[src/rtl/pec_pkg.sv]
package pec_pkg;
  typedef enum logic [1:0] {
    PS_HOLD   = 2'd0,
    PS_LOAD   = 2'd1,
    PS_DEC    = 2'd2,
    PS_RELOAD = 2'd3
  } ps_action_e;

  typedef enum logic [1:0] {
    EV_HOLD = 2'd0,
    EV_LOAD = 2'd1,
    EV_INC  = 2'd2
  } ev_action_e;
endpackage

[src/rtl/pec_reload_reg.sv]
module pec_reload_reg #(
  parameter int unsigned W = 32
) (
  input  logic         clk,
  input  logic         rst_n,
  input  logic         wr_en,
  input  logic [W-1:0] wr_val,
  output logic [W-1:0] value
);
  always_ff @(posedge clk or negedge rst_n) begin
    if (!rst_n)     value <= '0;
    else if (wr_en) value <= wr_val;
  end

  // the stored reload value moves only on a write
  p_reload_stable_r4: assert property (@(posedge clk) disable iff (!rst_n)
    !wr_en |=> $stable(value));
endmodule

[src/rtl/pec_prescaler.sv]
module pec_prescaler
  import pec_pkg::*;
#(
  parameter int unsigned W = 32
) (
  input  logic         clk,
  input  logic         rst_n,
  input  ps_action_e   act,
  input  logic [W-1:0] load_val,
  input  logic [W-1:0] reload_val,
  output logic [W-1:0] value,
  output logic         at_zero
);
  localparam logic [W-1:0] ONE = W'(1);

  logic [W-1:0] nxt;

  always_comb begin
    unique case (act)
      PS_LOAD:   nxt = load_val;
      PS_DEC:    nxt = value - ONE;
      PS_RELOAD: nxt = reload_val;
      default:   nxt = value;
    endcase
  end

  always_ff @(posedge clk or negedge rst_n) begin
    if (!rst_n) value <= '0;
    else        value <= nxt;
  end

  assign at_zero = (value == '0);

  // a decrement step lowers the live value by exactly one
  p_dec_step_r1: assert property (@(posedge clk) disable iff (!rst_n)
    (act == PS_DEC) |=> (value == $past(value) - ONE));
  // a load lands at the next edge
  p_load_lands_r5: assert property (@(posedge clk) disable iff (!rst_n)
    (act == PS_LOAD) |=> (value == $past(load_val)));
  // no action, no change
  p_hold_r8: assert property (@(posedge clk) disable iff (!rst_n)
    (act == PS_HOLD) |=> $stable(value));
endmodule

[src/rtl/pec_event_counter.sv]
module pec_event_counter
  import pec_pkg::*;
#(
  parameter int unsigned W = 32
) (
  input  logic         clk,
  input  logic         rst_n,
  input  ev_action_e   act,
  input  logic [W-1:0] load_val,
  output logic [W-1:0] value
);
  localparam logic [W-1:0] ONE = W'(1);

  always_ff @(posedge clk or negedge rst_n) begin
    if (!rst_n) value <= '0;
    else begin
      unique case (act)
        EV_LOAD: value <= load_val;
        EV_INC:  value <= value + ONE;
        default: value <= value;
      endcase
    end
  end

  // increment wraps modulo 2^W
  p_wrap_r7: assert property (@(posedge clk) disable iff (!rst_n)
    (act == EV_INC && value == '1) |=> (value == '0));
  // counter load lands at the next edge
  p_cnt_load_r5: assert property (@(posedge clk) disable iff (!rst_n)
    (act == EV_LOAD) |=> (value == $past(load_val)));
endmodule

[src/rtl/prescaled_event_counter.sv]
module prescaled_event_counter
  import pec_pkg::*;
#(
  parameter int unsigned PS_W  = 32,
  parameter int unsigned CNT_W = 32
) (
  input  logic             clk,
  input  logic             rst_n,
  input  logic             tick_en,
  input  logic             reload_we,
  input  logic [PS_W-1:0]  reload_val,
  input  logic             ps_load_we,
  input  logic [PS_W-1:0]  ps_load_val,
  input  logic             cnt_load_we,
  input  logic [CNT_W-1:0] cnt_load_val,
  output logic [PS_W-1:0]  ps_value,
  output logic [CNT_W-1:0] cnt_value
);
  logic [PS_W-1:0] reload_q;
  logic            ps_zero;
  logic            sw_load;
  logic            tick_ok;
  ps_action_e      ps_act;
  ev_action_e      ev_act;

  assign sw_load = ps_load_we | cnt_load_we;
  assign tick_ok = tick_en & ~sw_load;

  always_comb begin
    if (ps_load_we)              ps_act = PS_LOAD;
    else if (tick_ok && ps_zero) ps_act = PS_RELOAD;
    else if (tick_ok)            ps_act = PS_DEC;
    else                         ps_act = PS_HOLD;
  end

  always_comb begin
    if (cnt_load_we)             ev_act = EV_LOAD;
    else if (tick_ok && ps_zero) ev_act = EV_INC;
    else                         ev_act = EV_HOLD;
  end

  pec_reload_reg #(.W(PS_W)) u_reload (
    .clk    (clk),
    .rst_n  (rst_n),
    .wr_en  (reload_we),
    .wr_val (reload_val),
    .value  (reload_q)
  );

  pec_prescaler #(.W(PS_W)) u_ps (
    .clk        (clk),
    .rst_n      (rst_n),
    .act        (ps_act),
    .load_val   (ps_load_val),
    .reload_val (reload_q),
    .value      (ps_value),
    .at_zero    (ps_zero)
  );

  pec_event_counter #(.W(CNT_W)) u_cnt (
    .clk      (clk),
    .rst_n    (rst_n),
    .act      (ev_act),
    .load_val (cnt_load_val),
    .value    (cnt_value)
  );

  // zero plus tick advances the counter by one
  p_wrap_event_r2: assert property (@(posedge clk) disable iff (!rst_n)
    (tick_en && !sw_load && ps_value == '0) |=> (cnt_value == $past(cnt_value) + 1'b1));
  // zero reload keeps the prescaler parked at zero
  p_zero_reload_r3: assert property (@(posedge clk) disable iff (!rst_n)
    (tick_en && !ps_load_we && ps_value == '0 && reload_q == '0) |=> (ps_value == '0));
  // a load discards the tick for the register not loaded
  p_tick_drop_r6: assert property (@(posedge clk) disable iff (!rst_n)
    (ps_load_we && !cnt_load_we) |=> $stable(cnt_value));
  // nonzero prescaler tick leaves the counter unchanged
  p_no_early_inc_r1: assert property (@(posedge clk) disable iff (!rst_n)
    (tick_en && !cnt_load_we && ps_value != '0) |=> $stable(cnt_value));
endmodule

[config.mk]
export PLATFORM = sky130hd
export DESIGN_NAME = prescaled_event_counter
export DESIGN_NICKNAME = d
export VERILOG_FILES = /design/src/rtl/pec_pkg.sv /design/src/rtl/pec_reload_reg.sv /design/src/rtl/pec_prescaler.sv /design/src/rtl/pec_event_counter.sv /design/src/rtl/prescaled_event_counter.sv
export SDC_FILE = /design/constraint.sdc
export NUM_CORES = 1
export LEC_CHECK = 0
export ABC_AREA = 0
export CAP_MARGIN = 0
export CORE_MARGIN = 2
export CORE_UTILIZATION = 53
export CTS_CLUSTER_DIAMETER = 80
export DETAILED_ROUTE_END_ITERATION = 10
export MAX_ROUTING_LAYER = met4
export PLACE_DENSITY = 0.87
export SYNTH_ARGS = -nofsm -noshare
export SYNTH_HDL_FRONTEND = slang
export SYNTH_HIERARCHICAL = 1
export SYNTH_SLANG_ARGS = --single-unit
[constraint.sdc]
create_clock -name clk -period 9.4 [get_ports clk]
set_input_delay 0.94 -clock clk [delete_from_list [all_inputs] [get_ports clk]]
set_output_delay 0.94 -clock clk [all_outputs]
set_load 0.02 [all_outputs]
==> results.md <==
- Syn_area_per_cell: between 9 and 10 sq um
- Drt pass-1 iters: 5
- Status: completed
- Reg2reg end: u_cnt/value[31]
- First-pass GRT wire length: about 27000 microns
- Worst-case reg-to-reg path depth: 12
- DR WL/cell: approximately 19 microns
- Core area: 10900 sq um
- Leak Pwr: 0.00302 uW
- Endpoints failing hold: 0
- Routability cong.: ~0.9
- VDD IR-drop max: between 0.00008 and 0.00009 V
- Avg Vias per Cell: about 6.3
- Hold path startpoint: u_reload/value[19]
- Initial Util: between 50% and 60%
- WP data arrival: 4.61 ns
- Post-synth EDFFs: 0
- Synth Register Bits: 96
- Crit start category: flip-flop
- CTS tree: built
- Kind of critical path: flip-flop to flip-flop
- Routed length on met2: ~8000 microns
- Cell variety after synth: 70
- Final period util: a little under half
- Nets: between 800 and 900
- Area Overhead vs Synth: 30.9%
- Crit path time final: between 4 and 5 ns
- Synth cell count leaders: 96 x dfrtp_1, 57 x nor2_1, 48 x a21oi_1
- Synthesized Nets: just over 700
- TritonCTS Sinks: 96
- DRT Wirelength: ~17000 microns
- Share of layout cells above drive strength 1: a little over a tenth
- Chip Height: 110 microns
- Worst skew pair latency: approximately 0.36 ns
- Crit Reg-Reg Startpoint: u_ps/value[1]
- CP Data Required Time: between 9 and 10 ns
- Post-synth top area share: 40.6%
- Unrepaired setup endpoints after global routing: false
- Slew @ Worst Pin: roughly 1.1 ns
- CTS root buf: clkbuf_8
- Endpoints failing setup: 0
- Port bufs: 165
- Clock buffer depth: 2
- Synthesized cell area: roughly 5900 sq um
- Max FO, Critical Path: 73
- Largest net degree at the start of global routing: 74
- Fmax: approximately 230 MHz
- WHS Path Cells: 1
- Hold crit path type: flip-flop to flip-flop
- Top sig layer: met4
- Final Skew: 0.00746 ns
- Fillcell total: 815
- I/O pin cnt: about 170
- Initial antenna violation count: 0
- Dominant cell type by area after synthesis: dfrtp_1
- Slew HR: 26.3%
- Final slew viol count: 0
- DP Wirelength: 12000 microns
- H-tree levels: 3
- Post-CTS Hold Buffers: 0
- Row count: 38
- Post-CTS resize count: 0
- Worst hold path endpoint: u_reload/value[19]
- WL met1: 7010 microns
- Worst-path clk slew: 0.09 ns
- CTS buffer count: 9
- Min Hold Slack: between 0.5 and 0.6 ns
- Vias in the first global route: 5388
- Routed wl met3: 1520 microns
- Synth area leaders: dfrtp_1 41%, mux2_4 7.6%, a21oi_1 4.1%
- Width of the die: around 110 microns
- Syn Inst Count: just over 600
- Max-Cap Viols: 0
- Register-to-register path setup slack: 5.08 ns
- Grt ovf: 0
- Setup TNS: 0 ns
- Synth async-reset ratio: 100%
- Antenna cell count: 0
- # DRC: 0
- Most used flip-flop cell after synthesis: dfrtp_1
- Ys Warns: 6
- Cell with the most instances after synthesis: dfrtp_1
- Routed Antenna Nets: 0
- GR Util All Layers: about 29%
- Register area share after synthesis: approximately 40%
- Post-CTS setup repair buffer count: 0
- CP endpoint kind: flip-flop
- Die Area: 12000 sq um
- PwrDens: between 100 and 150 nW/um^2
- Vias: approximately 5700
- 1st-iter DRT viols: around 570
per-stage QoR:
step	std cells	cell area [sq um]	total power, uW	utilization, %	worst slack, ns
after floorplan	610	5920	675	-	6.20
after global placement	877	7540	814	69.2	5.34
after detailed placement	877	7540	824	69.2	5.24
after CTS	893	7750	1120	71.2	5.19
after global routing	893	7750	1170	71.2	4.76
final	893	7750	1120	71.2	5.08
layout by cell type (no fill, tap or decap), types with 3 or more instances in the layout:
cell	n
clkdlybuf4s50_1	163
dfrtp_1	96
nor2_1	57
a21oi_1	48
nand2_1	40
mux2_4	30
o22a_1	26
nand3_1	25
nor3_1	20
inv_1	19
nand4_1	12
a31oi_1	12
mux2i_1	12
o21ai_0	11
clkbuf_8	10
o31a_1	10
or3_1	9
o211ai_1	9
nand2b_1	9
o22ai_1	7
a41oi_1	7
nor4_1	7
a22oi_1	6
a311oi_1	6
a211oi_1	6
buf_4	5
and3_1	5
and4_1	5
or4_1	5
nor2b_1	5
and2_1	4
nor4b_1	4
a221o_1	4
clkbuf_1	3
and3_2	3
mux4_2	3
a211o_1	3
per-layer routing:
layer,track usage [%],vias up
li1,-,2605
met1,38.2,2693
met2,46.4,318
met3,4.03,34
met4,11.8,0
met5,-,-
registers in the layout, summed over array words and instances, names as in the netlist:
name and flops:
u_cnt/value 32, u_ps/value 32, u_reload/value 32
worst max-delay path, cell delays in order, from the launching register on:
cell and delay, ns:
dfrtp_1 0.43, inv_1 0.07, ha_1 0.18, nor3b_2 0.33
nand4_2 0.43, nor4b_1 0.75, and2_1 0.23, ha_2 0.16
buf_4 0.54, inv_1 0.37, or3_1 0.44, mux2i_1 0.13
a221o_1 0.13
report_power, final:
group	switching (uW)	leakage, uW	internal [uW]
combinational	139	0.00181	161
sequential	61.9	0.00110	457
clock	140	0.000108	157
worst max-delay path by stage:
stage | from | endpoint | slack (ns) | depth (start not counted)
floorplan | u_ps/value[0] | u_ps/value[1] | 6.20 | 12
global placement | cnt_load_we | u_cnt/value[31] | 5.34 | 10
detailed placement | u_ps/value[0] | u_cnt/value[31] | 5.24 | 12
CTS | u_ps/value[0] | u_cnt/value[31] | 5.19 | 12
global route | u_ps/value[1] | u_cnt/value[31] | 4.76 | 12
finish | u_ps/value[1] | u_cnt/value[31] | 5.08 | 12
logic make-up after synthesis:
| family | share of synthesized area [%] |
|---|---|
| flops | 40.6 |
| mux | 11.2 |
| compound gates | 20.7 |
| fa+ha+maj | 0.634 |
| buf+inv | 5.35 |
| simple gates | 21.6 |
layout make-up:
| cell class | count | area (sq um) | share of cell area (%) |
|---|---|---|---|
| Tap cell | 140 | 175 | 2.26 |
| Timing Repair Buffer | 169 | 1670 | 21.6 |
| Inverter | 20 | 75.1 | 0.969 |
| Clock inverter | 3 | 65.1 | 0.840 |
| Multi-Input combinational cell | 452 | 3210 | 41.4 |
| Clock buffer | 13 | 149 | 1.92 |
| Sequential cell | 96 | 2400 | 31.0 |
Note: power is estimated with default switching activity, not from simulation.
